File: src/rtl/sc_pkg.sv
// Shared widths for the swallow counter controller.
// Assumes the main count fits 10 bits and the swallow count fits 6 bits.
package sc_pkg;
    localparam int unsigned N_W_DEF = 10;
    localparam int unsigned A_W_DEF = 6;
endpackage

File: src/rtl/sc_cycle_cnt.sv
// Main cycle counter: counts prescaler periods down and flags the last
// period of each cycle. Reloads from load_val on reset or at its own terminal.
// Assumes load_val == 0 means 2**W periods.
module sc_cycle_cnt #(
    parameter int unsigned W = sc_pkg::N_W_DEF
) (
    input  logic         clk,
    input  logic         rst_n,
    input  logic [W-1:0] load_val,
    output logic         terminal
);
    localparam logic [W-1:0] ONE = {{(W-1){1'b0}}, 1'b1};

    logic [W-1:0] cnt;

    assign terminal = (cnt == ONE);

    // Reload at reset or cycle end, else step down one period.
    always_ff @(posedge clk) begin
        if (!rst_n || terminal) cnt <= load_val;
        else                    cnt <= cnt - ONE;
    end

    // between reloads the count moves down by exactly one each period
    assert_count_step_R2: assert property (@(posedge clk) disable iff (!rst_n)
        !terminal |=> (cnt == $past(cnt) - ONE));
endmodule

File: src/rtl/sc_swallow_cnt.sv
// Swallow counter: counts the first load_val periods of a cycle, then holds
// at zero with done high until the next reload.
// Assumes reload is the main counter's terminal flag.
module sc_swallow_cnt #(
    parameter int unsigned W = sc_pkg::A_W_DEF
) (
    input  logic         clk,
    input  logic         rst_n,
    input  logic         reload,
    input  logic [W-1:0] load_val,
    output logic         done
);
    localparam logic [W-1:0] ONE  = {{(W-1){1'b0}}, 1'b1};
    localparam logic [W-1:0] ZERO = '0;

    logic [W-1:0] cnt;

    assign done = (cnt == ZERO);

    // Reload at reset or cycle end, else count down and stop at zero.
    always_ff @(posedge clk) begin
        if (!rst_n || reload) cnt <= load_val;
        else if (!done)       cnt <= cnt - ONE;
    end

    // once the swallow phase ends it stays ended until a reload
    assert_done_sticky_R3: assert property (@(posedge clk) disable iff (!rst_n)
        (done && !reload) |=> done);
endmodule

File: src/rtl/swallow_div_ctl.sv
// Dual-modulus swallow counter controller. It is clocked by the prescaler
// output. mod_ctl is low while the swallow count runs (prescaler /P+1) and
// high afterwards (/P). tc_pulse marks the last period of each N-period cycle.
// Assumes a_prog <= n_prog (n_prog == 0 meaning 1024).
module swallow_div_ctl #(
    parameter int unsigned N_W = sc_pkg::N_W_DEF,
    parameter int unsigned A_W = sc_pkg::A_W_DEF
) (
    input  logic           clk,
    input  logic           rst_n,
    input  logic [N_W-1:0] n_prog,
    input  logic [A_W-1:0] a_prog,
    output logic           mod_ctl,
    output logic           tc_pulse
);
    localparam logic [N_W-1:0] N_ONE  = {{(N_W-1){1'b0}}, 1'b1};
    localparam logic [A_W-1:0] A_ZERO = '0;

    logic cyc_end;
    logic swl_done;

    sc_cycle_cnt #(.W(N_W)) u_cycle (
        .clk      (clk),
        .rst_n    (rst_n),
        .load_val (n_prog),
        .terminal (cyc_end)
    );

    sc_swallow_cnt #(.W(A_W)) u_swallow (
        .clk      (clk),
        .rst_n    (rst_n),
        .reload   (cyc_end),
        .load_val (a_prog),
        .done     (swl_done)
    );

    // Drive the outputs straight from the counter flags.
    always_comb begin
        mod_ctl  = swl_done;
        tc_pulse = cyc_end;
    end

    // the first period of a new cycle is low exactly when the loaded A is nonzero
    assert_cycle_start_R3: assert property (@(posedge clk) disable iff (!rst_n)
        tc_pulse |=> (mod_ctl == ($past(a_prog) == A_ZERO)));

    // the terminal pulse lasts one period unless the next cycle is one period long
    assert_tc_single_R7: assert property (@(posedge clk) disable iff (!rst_n)
        (tc_pulse && n_prog != N_ONE) |=> !tc_pulse);

    // the control output falls only at a cycle boundary
    assert_ctl_fall_R3: assert property (@(posedge clk) disable iff (!rst_n)
        (mod_ctl && !tc_pulse) |=> mod_ctl);
endmodule

File: config.mk
export PLATFORM = sky130hd
export DESIGN_NAME = swallow_div_ctl
export DESIGN_NICKNAME = d
export VERILOG_FILES = /design/src/rtl/sc_pkg.sv /design/src/rtl/sc_cycle_cnt.sv /design/src/rtl/sc_swallow_cnt.sv /design/src/rtl/swallow_div_ctl.sv
export SDC_FILE = /design/constraint.sdc
export NUM_CORES = 1
export LEC_CHECK = 0
export ABC_AREA = 1
export CAP_MARGIN = 20
export CORE_MARGIN = 4
export CORE_UTILIZATION = 50
export CTS_BUF_LIST = sky130_fd_sc_hd__clkbuf_8
export DETAILED_ROUTE_END_ITERATION = 8
export DONT_BUFFER_PORTS = 1
export PLACE_DENSITY_LB_ADDON = 0.05
export SLEW_MARGIN = 20
export SYNTH_ARGS = -nofsm -noshare
export SYNTH_HDL_FRONTEND = slang
export SYNTH_SLANG_ARGS = --single-unit
File: constraint.sdc
create_clock -name clk -period 1.8 [get_ports clk]
set_input_delay 0.27 -clock clk [delete_from_list [all_inputs] [get_ports clk]]
set_output_delay 0.27 -clock clk [all_outputs]
set_load 0.005 [all_outputs]
; ---- After elaboration in Yosys (flattened, before gate mapping)
; Cells that the tools add are included.
[classes]
add_sub_neg = 2
multipliers = 0
n_div = 0
order_cmp = 0
n_eq_ne = 2
n_shift = 0
n_mux = 3
n_bitwise = 0
reduce_logical = 3
[op_table]
columns = operator, n
row1 = 6-bit 2-to-1 mux, 2
row2 = "10-bit by 1-bit equality test with 1-bit output, second input constant", 1
row3 = 10-bit 2-to-1 mux, 1
row4 = "10-bit by 1-bit subtractor with 10-bit output, second input constant", 1
row5 = 6-bit logical NOT, 1
row6 = "6-bit by 1-bit subtractor with 6-bit output, second input constant", 1
row7 = "2-bit by 1-bit inequality test with 1-bit output, second input constant", 1
row8 = 1-bit logical NOT, 1
row9 = 1-bit logical OR, 1
[totals]
reg_bits = 16
latch_bits = 0
mem_bits_rw = 0
mem_bits_ro = 0
in_bits = 18
word_cells = 12
mem_count = 0

; ---- Longest topological paths before layout
[logic_depth]
ltp_word = 3
mapped_depth = 8

; ---- Hierarchy
; Synthesis repeated with hierarchy kept, for this count alone.
[hier_totals]
hier_cells = 126
area_unflattened_um2 = 959.7
[by_module_without_submodules]
columns = mod, instances, cells_per_inst, area_each_um2, seq_area_each_um2
row1 = sc_cycle_cnt, 1, 81, 560.5, 200.2
row2 = sc_swallow_cnt, 1, 45, 399.1, 180.2

; ---- Least setup slack after synthesis
; Ideal clock, no wire load.
[synth_timing]
kind = reg-to-reg
from = register u_cycle.cnt[3]
to = register u_swallow.cnt[0] (enable)
t_arrival_ns = 1.083
slack_ns = 0.399
stages_incl_launch_ff = 6
synth_period_minus_slack_ns = 1.401
path_cell_list = dfxtp_1 -> nor2_1 -> nand3_2 -> nor2_1 -> nor2_2 -> nand2_1
[synth_via]
elab_chain_cells = 3
[synth_rtl]
columns = item, line_no
row1 = start: declaration, sc_cycle_cnt.sv:14  ; logic [W-1:0] cnt;
row2 = start signal: assignment, sc_cycle_cnt.sv:20  ; if (!rst_n || terminal) cnt <= load_val;
row3 = start signal: assignment, sc_cycle_cnt.sv:21  ; else cnt <= cnt - ONE;
row4 = 10-bit by 1-bit equality test with 1-bit output, sc_cycle_cnt.sv:16  ; assign terminal = (cnt == ONE);
row5 = via tc_pulse, swallow_div_ctl.sv:14  ; output logic tc_pulse
row6 = 1-bit logical OR, sc_swallow_cnt.sv:22  ; if (!rst_n || reload) cnt <= load_val;
row7 = 2-bit by 1-bit inequality test with 1-bit output (no line), -
row8 = end signal: assignment, sc_swallow_cnt.sv:22
row9 = end signal: assignment, sc_swallow_cnt.sv:23  ; else if (!done) cnt <= cnt - ONE;
row10 = end: declaration, sc_swallow_cnt.sv:16  ; logic [W-1:0] cnt;
; The timed path passes the listed nets, and every way through them passes these cells.
; A chain may end at the register's enable or synchronous reset.

; ---- Final worst setup path
[layout_timing]
from = register u_swallow.cnt[0]
to = output mod_ctl
[layout_via]
elab_chain_cells = 1
[layout_rtl]
columns = item, line_no
row1 = 6-bit logical NOT, sc_swallow_cnt.sv:18  ; assign done = (cnt == ZERO);
row2 = end: declaration, swallow_div_ctl.sv:13  ; output logic mod_ctl,
; Every way passes these cells.

==> out/summary.txt <==
vias in the first global route - 748
DR WL met2 - 816 um
Max Transition Viols Final - 0
HP Class - input pin to flop
cell taking the most area after synthesis - dfxtp_1
worst IR drop on VDD - 623 uV
vias - 741
cells along the critical path - inv_1 -> ha_1 -> nand2_1 -> nor3_1 -> buf_4
GRT Overall Usage - 15.3%
post-layout util - 58.0%
FP Rows - 15
Post-CTS Setup Inserts - 0
outcome - completed
Finished Layout Cells - 153
number of fill cells - 181
ys async rst share - 0%
Chip Height - 50.9 um
Clock Sinks - 16
slowest CP cell - edfxtp_1
post-synthesis instance area - 921 um2
Pre-Repair DR Iteration Count - 4
Skew-Pair Late Insertion Delay - 240 ps
register area share after synthesis - 41.3%
TritonCTS clock tree - built
register area - 380 um2
CP peak stage delay - 380 ps
number of synthesized flops with an enable pin - 6
Syn Nets - 146
GPL Wtd Cong - 0.889
antenna violations before repair - 0
CP delay by family, top - flip-flops
Multi-input gate area - 464 um2
Ys Warns - 0
Met3 Wirelength - 81 um
Power Dens Cells - 993 nW/um2
Peak Freq - 622 MHz
Tmin final - 1610 ps
CP Launch Type - flop
DP HPWL - 1300 um
antenna cells - 0
Root Driver - clkbuf_8
M1 WL - 729 um
RSZ-0062 raised after global routing - false
critical path class - flop to primary output
Yosys cell types - 15
CTS Hold Buffers Added - 0
Num CTS Buffers - 3
CP Capture Type - primary output
GRT overflow - 0
drt wl/cell - 10.8 um
Final period util - 89.3%
via density per instance - 4.84
Worst-path clk slew - 60 ps
#FFs+latches synth - 16
io pins - 20
area share of the largest cell type after synthesis - 21.7%
Die Area - 2590 um2
CP Data Arrival Time - 1340 ps
max-cap viol count - 0
global-route wire length before repair - 3050 um
max_slew headroom - 77.2%
I/O Buffers - 0
Initial Utilization - 53.3%
largest net degree at the start of global routing - 15
final setup fails - 0
Commonest cells post-synth - nand2_1 (43), inv_1 (15), o21ai_0 (14), dfxtp_1 (10), nor2_1 (10)
setup tns final - 0 ps
Die X - 50.9 um
Final ANT Viol Nets - 0
dpl cells - 149
Worst Path Max Fanout - 4
core area - 1730 um2
H-Tree Depth - 1
routed wire length - 1650 um
Nets - 151
# DRC - 0
Hold Vio Cnt, Final - 0
CTS Buffer Depth - 2
Iteration-0 DRC Markers - 10
cts repair resizes - 0
Avg Synthesized Cell Area - 7.43 um2
WP buf/inv - 2
Slew @ Worst Pin - 341 ps
Static Leak - 0.000471 uW
uppermost layer routed - met4
Critical Path RT - 1530 ps
P&R area growth vs syn - 8.83%
clk_skew - 1.27 ps
share of cells above drive strength 1 - 9.38%
Synth Instances - 124
Synth Flop Type - dfxtp_1
dominant cells by area after synthesis - dfxtp_1 (22%), edfxtp_1 (20%), nand2_1 (18%), o21ai_0 (7.6%), inv_1 (6.1%)
reg-to-reg slack, setup - 230 ps
most common cell in the netlist - nand2_1
## final timing paths
path,to,depth (start not counted),from
worst min register to register,u_cycle.cnt[0]$_DFF_P_,1,u_cycle.cnt[0]$_DFF_P_
worst max-delay path,mod_ctl,5,u_swallow.cnt[0]$_DFFE_PP_
worst max register to register,u_swallow.cnt[2]$_DFFE_PP_,6,u_cycle.cnt[1]$_DFF_P_
worst min-delay path,u_cycle.cnt[9]$_DFF_P_,2,n_prog[9]
## flip-flops by register name, indices dropped and copies added (netlist names)
register / cells
u_cycle.cnt: 10
u_swallow.cnt: 6
## where the power goes
part	internal, uW	total [uW]	switching (uW)	leakage (uW)
logic	83.8	205	121	0.000292
registers	439	482	42.8	0.000149
clock network	194	308	115	0.0000288
## logic make-up after synthesis
logic type	after synthesis	share of synthesized area, %
DFF	16	41.3
buffers and inverters	17	8.56
AOI/OAI and AO/OA	15	9.38
adders and majority gates	4	5.43
and+or+nand+nor	67	30.6
xor gates and xnor gates	5	4.76
## area by class of cell
type                    instances  area share (%)
clock buffers                   4            5.49
inverters                      15            5.62
multi-input cells              91            46.3
flip-flops and latches         16            38.0
well taps                      25            3.12
repair buffers                  2            1.50
## worst reg2reg max path, stage by stage, from the launching register on
cell and delay [ps]:
dfxtp_1 320, inv_1 60, ha_1 190, nand3_2 100, nor2_1 80, nor2_2 280
nand2_1 250
## metal layers
metal | global-route usage (%) | vias to the layer above
li1 | - | 399
met1 | 18.0 | 325
met2 | 27.3 | 13
met3 | 4.08 | 4
met4 | 4.04 | 0
met5 | 0 | -
## stage by stage
step | worst slack, ps | total power [uW] | cell area [um2] | hold slack (ps)
after floorplan | 399 | 653 | 921 | 380
after global placement | 217 | 693 | 945 | 384
after detailed placement | 198 | 695 | 945 | 386
after CTS | 174 | 1010 | 1000 | 133
after global routing | 30.1 | 1070 | 1000 | 133
final | 192 | 995 | 1000 | 134
## cell usage in the layout (no fill, tap or decap)
cell / n
clkbuf_8: 4
buf_4: 2
ha_1: 4
o21ai_0: 14
nor2_1: 9
nor3_1: 1
xnor2_1: 3
nand3_1: 9
o21ai_4: 1
edfxtp_1: 6
dfxtp_1: 10
nand3_2: 2
inv_1: 15
nand2_1: 43
xor2_1: 2
nor2_2: 3
Note: power is estimated with default switching activity, not from simulation.
